[config.mk]
export PLATFORM = sky130hd
export DESIGN_NAME = mbus_port_ctl
export DESIGN_NICKNAME = d
export VERILOG_FILES = /design/src/rtl/mbus_port_ctl.sv
export SDC_FILE = /design/constraint.sdc
export NUM_CORES = 1
export LEC_CHECK = 0
export ABC_AREA = 1
export BUFFER_PORTS_ARGS = -buffer_cell sky130_fd_sc_hd__buf_2
export CAP_MARGIN = 30
export CORE_MARGIN = 3
export CORE_UTILIZATION = 41
export DETAILED_ROUTE_END_ITERATION = 7
export GPL_TIMING_DRIVEN = 0
export PLACE_DENSITY = 0.76
export SYNTH_ARGS = -nofsm -noshare
export SYNTH_HDL_FRONTEND = slang
export SYNTH_SLANG_ARGS = --single-unit
export TNS_END_PERCENT = 20
[constraint.sdc]
create_clock -name clk -period 0.9 [get_ports clk]
set_input_delay 0 -clock clk [delete_from_list [all_inputs] [get_ports clk]]
set_output_delay 0 -clock clk [all_outputs]
set_load 0.02 [all_outputs]
[src/rtl/mbus_port_ctl.sv]
module mbus_port_ctl #(
  parameter int AW = 16,
  parameter int DW = 8,
  parameter logic [AW-1:0] PA_ADDR  = 16'h1FFC,
  parameter logic [AW-1:0] PB_ADDR  = 16'h1FFD,
  parameter logic [AW-1:0] DRV_ADDR = 16'h1FF0
) (
  input  logic          clk,
  input  logic          rst_n,
  input  logic          strap_bus,
  input  logic [AW-1:0] reg_addr,
  input  logic          reg_wr,
  input  logic          reg_rd,
  input  logic [DW-1:0] reg_wdata,
  output logic [DW-1:0] reg_rdata,
  input  logic [DW-1:0] pa_in,
  input  logic [DW-1:0] pb_in,
  output logic [DW-1:0] pa_oe,
  output logic [DW-1:0] pa_out,
  output logic [DW-1:0] pb_oe,
  output logic [DW-1:0] pb_out,
  input  logic [DW-1:0] bus_oe_a,
  input  logic [DW-1:0] bus_do_a,
  input  logic [DW-1:0] bus_oe_b,
  input  logic [DW-1:0] bus_do_b,
  input  logic [DW-1:0] bus_rdata,
  output logic          cyc_req,
  output logic          cyc_wr,
  output logic [AW-1:0] cyc_addr,
  output logic [DW-1:0] cyc_wdata
);

  localparam logic [DW-1:0] ONES = {DW{1'b1}};

  logic [DW-1:0] pa_q, pb_q, drv_q;
  logic hit_a, hit_b, hit_d, acc;

  assign hit_a = reg_addr == PA_ADDR;
  assign hit_b = reg_addr == PB_ADDR;
  assign hit_d = reg_addr == DRV_ADDR;
  assign acc   = reg_wr | reg_rd;

  always_ff @(posedge clk) begin
    if (!rst_n) begin
      pa_q  <= ONES;
      pb_q  <= ONES;
      drv_q <= '0;
    end else if (reg_wr) begin
      if (hit_a && !strap_bus) pa_q <= reg_wdata;
      if (hit_b && !strap_bus) pb_q <= reg_wdata;
      if (hit_d) drv_q <= reg_wdata;
    end
  end

  always_ff @(posedge clk) begin
    if (!rst_n) begin
      cyc_req   <= 1'b0;
      cyc_wr    <= 1'b0;
      cyc_addr  <= '0;
      cyc_wdata <= '0;
    end else begin
      cyc_req <= strap_bus && acc && (hit_a || hit_b);
      if (strap_bus && acc && (hit_a || hit_b)) begin
        cyc_wr    <= reg_wr;
        cyc_addr  <= reg_addr;
        cyc_wdata <= reg_wr ? reg_wdata : '0;
      end
    end
  end

  assign pa_oe  = strap_bus ? bus_oe_a : ({DW{drv_q[0]}} | ~pa_q);
  assign pa_out = strap_bus ? bus_do_a : pa_q;
  assign pb_oe  = strap_bus ? bus_oe_b : ({DW{drv_q[1]}} | ~pb_q);
  assign pb_out = strap_bus ? bus_do_b : pb_q;

  always_comb begin
    reg_rdata = '0;
    if (reg_rd) begin
      if (hit_d)      reg_rdata = drv_q;
      else if (hit_a) reg_rdata = strap_bus ? bus_rdata : pa_in;
      else if (hit_b) reg_rdata = strap_bus ? bus_rdata : pb_in;
    end
  end


  req_source_chk: assert property (@(posedge clk) disable iff (!rst_n)
    cyc_req |-> $past(strap_bus && (reg_wr || reg_rd) &&
                      (reg_addr == PA_ADDR || reg_addr == PB_ADDR)));

  req_data_chk: assert property (@(posedge clk) disable iff (!rst_n)
    (cyc_req && cyc_wr) |-> (cyc_wdata == $past(reg_wdata) && cyc_addr == $past(reg_addr)));

  bus_hold_chk: assert property (@(posedge clk) disable iff (!rst_n)
    (strap_bus && reg_wr && (hit_a || hit_b)) |=> ($stable(pa_q) && $stable(pb_q)));

  od_release_chk: assert property (@(posedge clk) disable iff (!rst_n)
    (!strap_bus && !drv_q[0]) |-> ((pa_oe | pa_out) == ONES && (pa_oe & pa_out) == '0));

  pp_enable_chk: assert property (@(posedge clk) disable iff (!rst_n)
    (!strap_bus && drv_q[1]) |-> pb_oe == ONES);

endmodule

## Word level (Yosys, flattened, before mapping)

Cells that the tools add are included.

- Logic and storage cells: 35
- Output and inout bits: 66
- Register bits: 50
- Bits of input ports: 85

- Mux-type cells: 11
- Reduce and logical (&&, ||, !) cells: 9
- Bitwise logic cells: 5
- Eq/ne operators: 3

Operators by type and width:

| operator | count |
|---|---|
| 8-bit two-way mux | 11 |
| 16-bit by 13-bit equality test with 1-bit output, second input constant | 3 |
| 8-bit inverter | 2 |
| 8-bit OR | 2 |
| 2-bit AND reduction | 3 |
| 1-bit logical AND | 4 |
| 1-bit logical NOT | 1 |
| 1-bit logical OR | 1 |
| 1-bit OR | 1 |

## Logic depth before layout (Yosys ltp)

- Depth in word-level cells: 5
- Gate-level depth with buffers: 10

## Worst setup path after synthesis

Ideal clock, no wire load.

- Path kind: input to output
- Start point: input port reg_addr[7]
- End point: output port reg_rdata[4]
- Cell stages on the path: 8
- Slack: -0.138 ns
- Required time: 0.900 ns
- Arrival: 1.038 ns
- Path buffers: 1
- Cells stage by stage: nand2_1 > inv_1 > nand2_2 > nor2_2 > nand2_1 > buf_2 > o21ai_0 > a21oi_1

- Longest elaborated chain between the ends: 5
- Elaborated cells on any way between the ends: 7
- Those cells by class: 3 x eq/ne; 4 x mux

Ends and longest elaborated chain:

| what | line | RTL |
|---|---|---|
| from (decl) | 11 | `input logic [AW-1:0] reg_addr,` |
| 16-bit by 13-bit equality test with 1-bit output | 39 | `assign hit_b = reg_addr == PB_ADDR;` |
| 8-bit two-way mux | 81 | `else if (hit_b) reg_rdata = strap_bus ? bus_rdata : pb_in;` |
| 8-bit two-way mux | 80 | `else if (hit_a) reg_rdata = strap_bus ? bus_rdata : pa_in;` |
| 8-bit two-way mux * | 79 | `if (hit_d) reg_rdata = drv_q;` |
| 8-bit two-way mux * | 78 | `if (reg_rd) begin` |
| to (decl) | 15 | `output logic [DW-1:0] reg_rdata,` |

Mark *: on every way between the ends. The rest lies on a longest branch, timed or not.

## Final worst setup path

- Start point: input port reg_addr[11]
- End point: output port reg_rdata[5]

The elaborated chain is that of the path after synthesis.

==> results.sh <==
export IMPL_fillers=538
export IMPL_drt_initial_drc_count=212
export IMPL_synth_seq_cells=50
export IMPL_vias=3459
export IMPL_initial_utilization_pct=42.5
export IMPL_setup_slack_ns=-0.249
export IMPL_setup_tns_final_ns=-6.56
export IMPL_cp_arrival_ns=1.15
export IMPL_grt_pass1_vias=3209
export IMPL_wl_per_cell_um=14.4
export IMPL_cp_max_fo=5
export IMPL_p_total_mw=4.79
export IMPL_min_path_type="input port to flop"
export IMPL_die_h_um=90.1
export IMPL_syn_inst=420
export IMPL_grt_max_degree=15
export IMPL_slew_headroom_pct=62.1
export IMPL_drc=0
export IMPL_p_leak_nw=2.40
export IMPL_syn_nets=505
export IMPL_rr_worst_depth=2
export IMPL_grt_antenna_before_repair=0
export IMPL_fin_hold_ws_ns=0.0143
export IMPL_cts_sinks=50
export IMPL_ys_flop_type="dfxtp_1"
export IMPL_insertion_delay_ns=0.31
export IMPL_final_setup_viol_count=81
export IMPL_critPathKind="input port to output port"
export IMPL_synthDistinctLibCells=26
export IMPL_viasPerCell=5.01
export IMPL_rsz0062_at_grt="true"
export IMPL_fin_crit_sh_pct=128
export IMPL_area_growth_pct=61.9
export IMPL_final_max_slew_violation_count=0
export IMPL_min_period_ns=1.15
export IMPL_antenna_cells=0
export IMPL_start_kind="input port"
export IMPL_port_buffers=148
export IMPL_path_clk_slew_ns=0.09
export IMPL_ys_warn_count=0
export IMPL_h_tree_depth=2
export IMPL_die_w_um=90.1
export IMPL_synth_most_common_cell="nand2_1"
export IMPL_postRouteAntennaNets=0
export IMPL_hold_depth=3
export IMPL_synth_area_um2=2900
export IMPL_drive_gt1_share_pct=50.3
export IMPL_failed_checks="setup timing"
export IMPL_r2r_start="drv_q[6]$_SDFFE_PN0P_"
export IMPL_hold_violations=0
export IMPL_place_inst=664
export IMPL_synthDominantAreaCellType="dfxtp_1"
export IMPL_ys_seq_area_share_pct=34.5
export IMPL_dp_hpwl_um=6810
export IMPL_synth_common_cells="nand2_1, dfxtp_1, inv_1"
export IMPL_grt_first_pass_wirelength_um=15200
export IMPL_first_pass_iters=4
export IMPL_io_pins=151
export IMPL_run_status="finished with violations"
export IMPL_worstHoldEndpoint="cyc_addr[0]$_SDFFE_PN0P_"
export IMPL_grt_overflow=0
export IMPL_core_area_um2=6830
export IMPL_async_reset_ff_share_pct=0
export IMPL_cts_buffers=5
export IMPL_utilization_pct=68.8
export IMPL_synthTopCellsByArea="dfxtp_1, nand2_1, inv_1"
export IMPL_cts_tree="built"
export IMPL_cp_end_kind="output port"
export IMPL_finalWirelength_um=9970
export IMPL_synth_top_cell_area_share_pct=34.5
export IMPL_num_rows=30
export IMPL_fin_nets=679
export IMPL_syn_avg_cell_area_um2=6.91
export IMPL_worstHoldStart="reg_addr[0]"
export IMPL_grt_usage_pct=22.0
export IMPL_gp_congestion=0.882
export IMPL_clockBufferDepth=2
export IMPL_dieArea_um2=8120
export IMPL_powerDensity_nw_per_um2=1020
export IMPL_root_buffer="clkbuf_8"
export IMPL_r2r_slack_ns=0.24
export IMPL_cp_required_ns=0.90
export IMPL_synth_edff_count=0
export IMPL_vdd_ir_drop_max_uv=991
export IMPL_fin_skew_ns=0
export IMPL_timing_rr_end="drv_q[6]$_SDFFE_PN0P_"
export IMPL_final_cell_count_no_fill=691
export IMPL_drv_cap=0
export IMPL_worstMarginPinSlew_ns=0.569
export IMPL_clock_fmax_ghz=0.871
-- what timing repair did --
item / 4_1_cts / 5_1_grt
buffers inserted: 3 / 4
endpoints found under the hold margin: 14 / 0
endpoints found under the setup margin: 44 / 86
gates cloned: 0 / 3
resized for setup: 110 / 46
hold buffers: 9 / 0
pin swaps: 5 / 21
-- placed cells by master, fill, tap and decap left out, types with 15 or more instances in the layout --
cell,Yosys,layout
nor2_1,25,22
buf_2,7,106
a21oi_1,26,15
dfxtp_1,50,32
nand2_2,7,21
inv_1,36,28
nand2_1,156,135
buf_4,1,27
a21oi_2,11,16
buf_6,7,33
-- kinds of logic (layout without fill, tap and decap cells) --
family | after synthesis | count (layout) | share of synthesized area [%]
AO/OA/AOI/OAI | 77 | 77 | 18.2
buffers and inverters | 65 | 239 | 11.1
flip-flops | 50 | 50 | 34.5
multiplexers | 8 | 8 | 2.76
AND/OR/NAND/NOR | 220 | 221 | 33.5
-- worst max-delay path by stage --
| stage | startpoint | end | depth (start not counted) |
|---|---|---|---|
| after global placement | reg_addr[0] | reg_rdata[4] | 9 |
| final | reg_addr[11] | reg_rdata[5] | 11 |
| after detailed placement | reg_addr[0] | reg_rdata[5] | 9 |
| after floorplan | strap_bus | pa_oe[0] | 6 |
| after CTS | drv_q[0]$_SDFFE_PN0P_ | reg_rdata[0] | 3 |
| after global routing | reg_addr[14] | reg_rdata[5] | 10 |
-- layout make-up --
cell class | instances | area, um2 | share of cell area (%)
multi-input combinational | 306 | 1880 | 40.1
inverter | 41 | 179 | 3.81
timing repair buffer | 166 | 1160 | 24.7
sequential | 50 | 1030 | 22.0
tap | 96 | 120 | 2.56
clock buffer | 8 | 110 | 2.34
buffer | 24 | 214 | 4.56
-- per-layer routing --
layer  GRT usage [%]  part of all wire, %  vias up
met4            5.74                  2.4        0
met2            35.8                   49      140
li1                -                    -     1699
met5               0                    0        -
met3            7.03                  8.0       25
met1            28.2                   40     1595
-- worst max-delay path, stage by stage --
cell and delay [ns]:
buf_2 0.08, nand2_2 0.04, inv_2 0.06, nand2_4 0.06
nor2_8 0.20, clkbuf_16 0.18, nand3_1 0.06, nand2_1 0.07
nand2_1 0.07, a21oi_2 0.14, buf_4 0.16
-- through the flow --
stage                     instance area, um2  worst slack, ns
final                                   4700           -0.249
after CTS                               4420           -0.212
after global routing                    4700           -0.328
after global placement                  3940           -0.392
after detailed placement                3940           -0.400
after floorplan                         3070          -0.0791
-- sequential cells by signal (all words and copies together) (netlist names) --
name       count
drv_q          8
cyc_wdata      8
cyc_addr      16
pb_q           8
pa_q           8
cyc_wr         1
cyc_req        1
-- power by group --
group	leakage, nW	total, mW	internal (mW)	switching [mW]
registers	0.398	2.20	2.20	0.0000171
logic	1.94	1.08	0.483	0.602
clock network	0.0575	1.51	0.777	0.732
total	2.40	4.79	3.46	1.33
(Power assumes the default switching activity.)
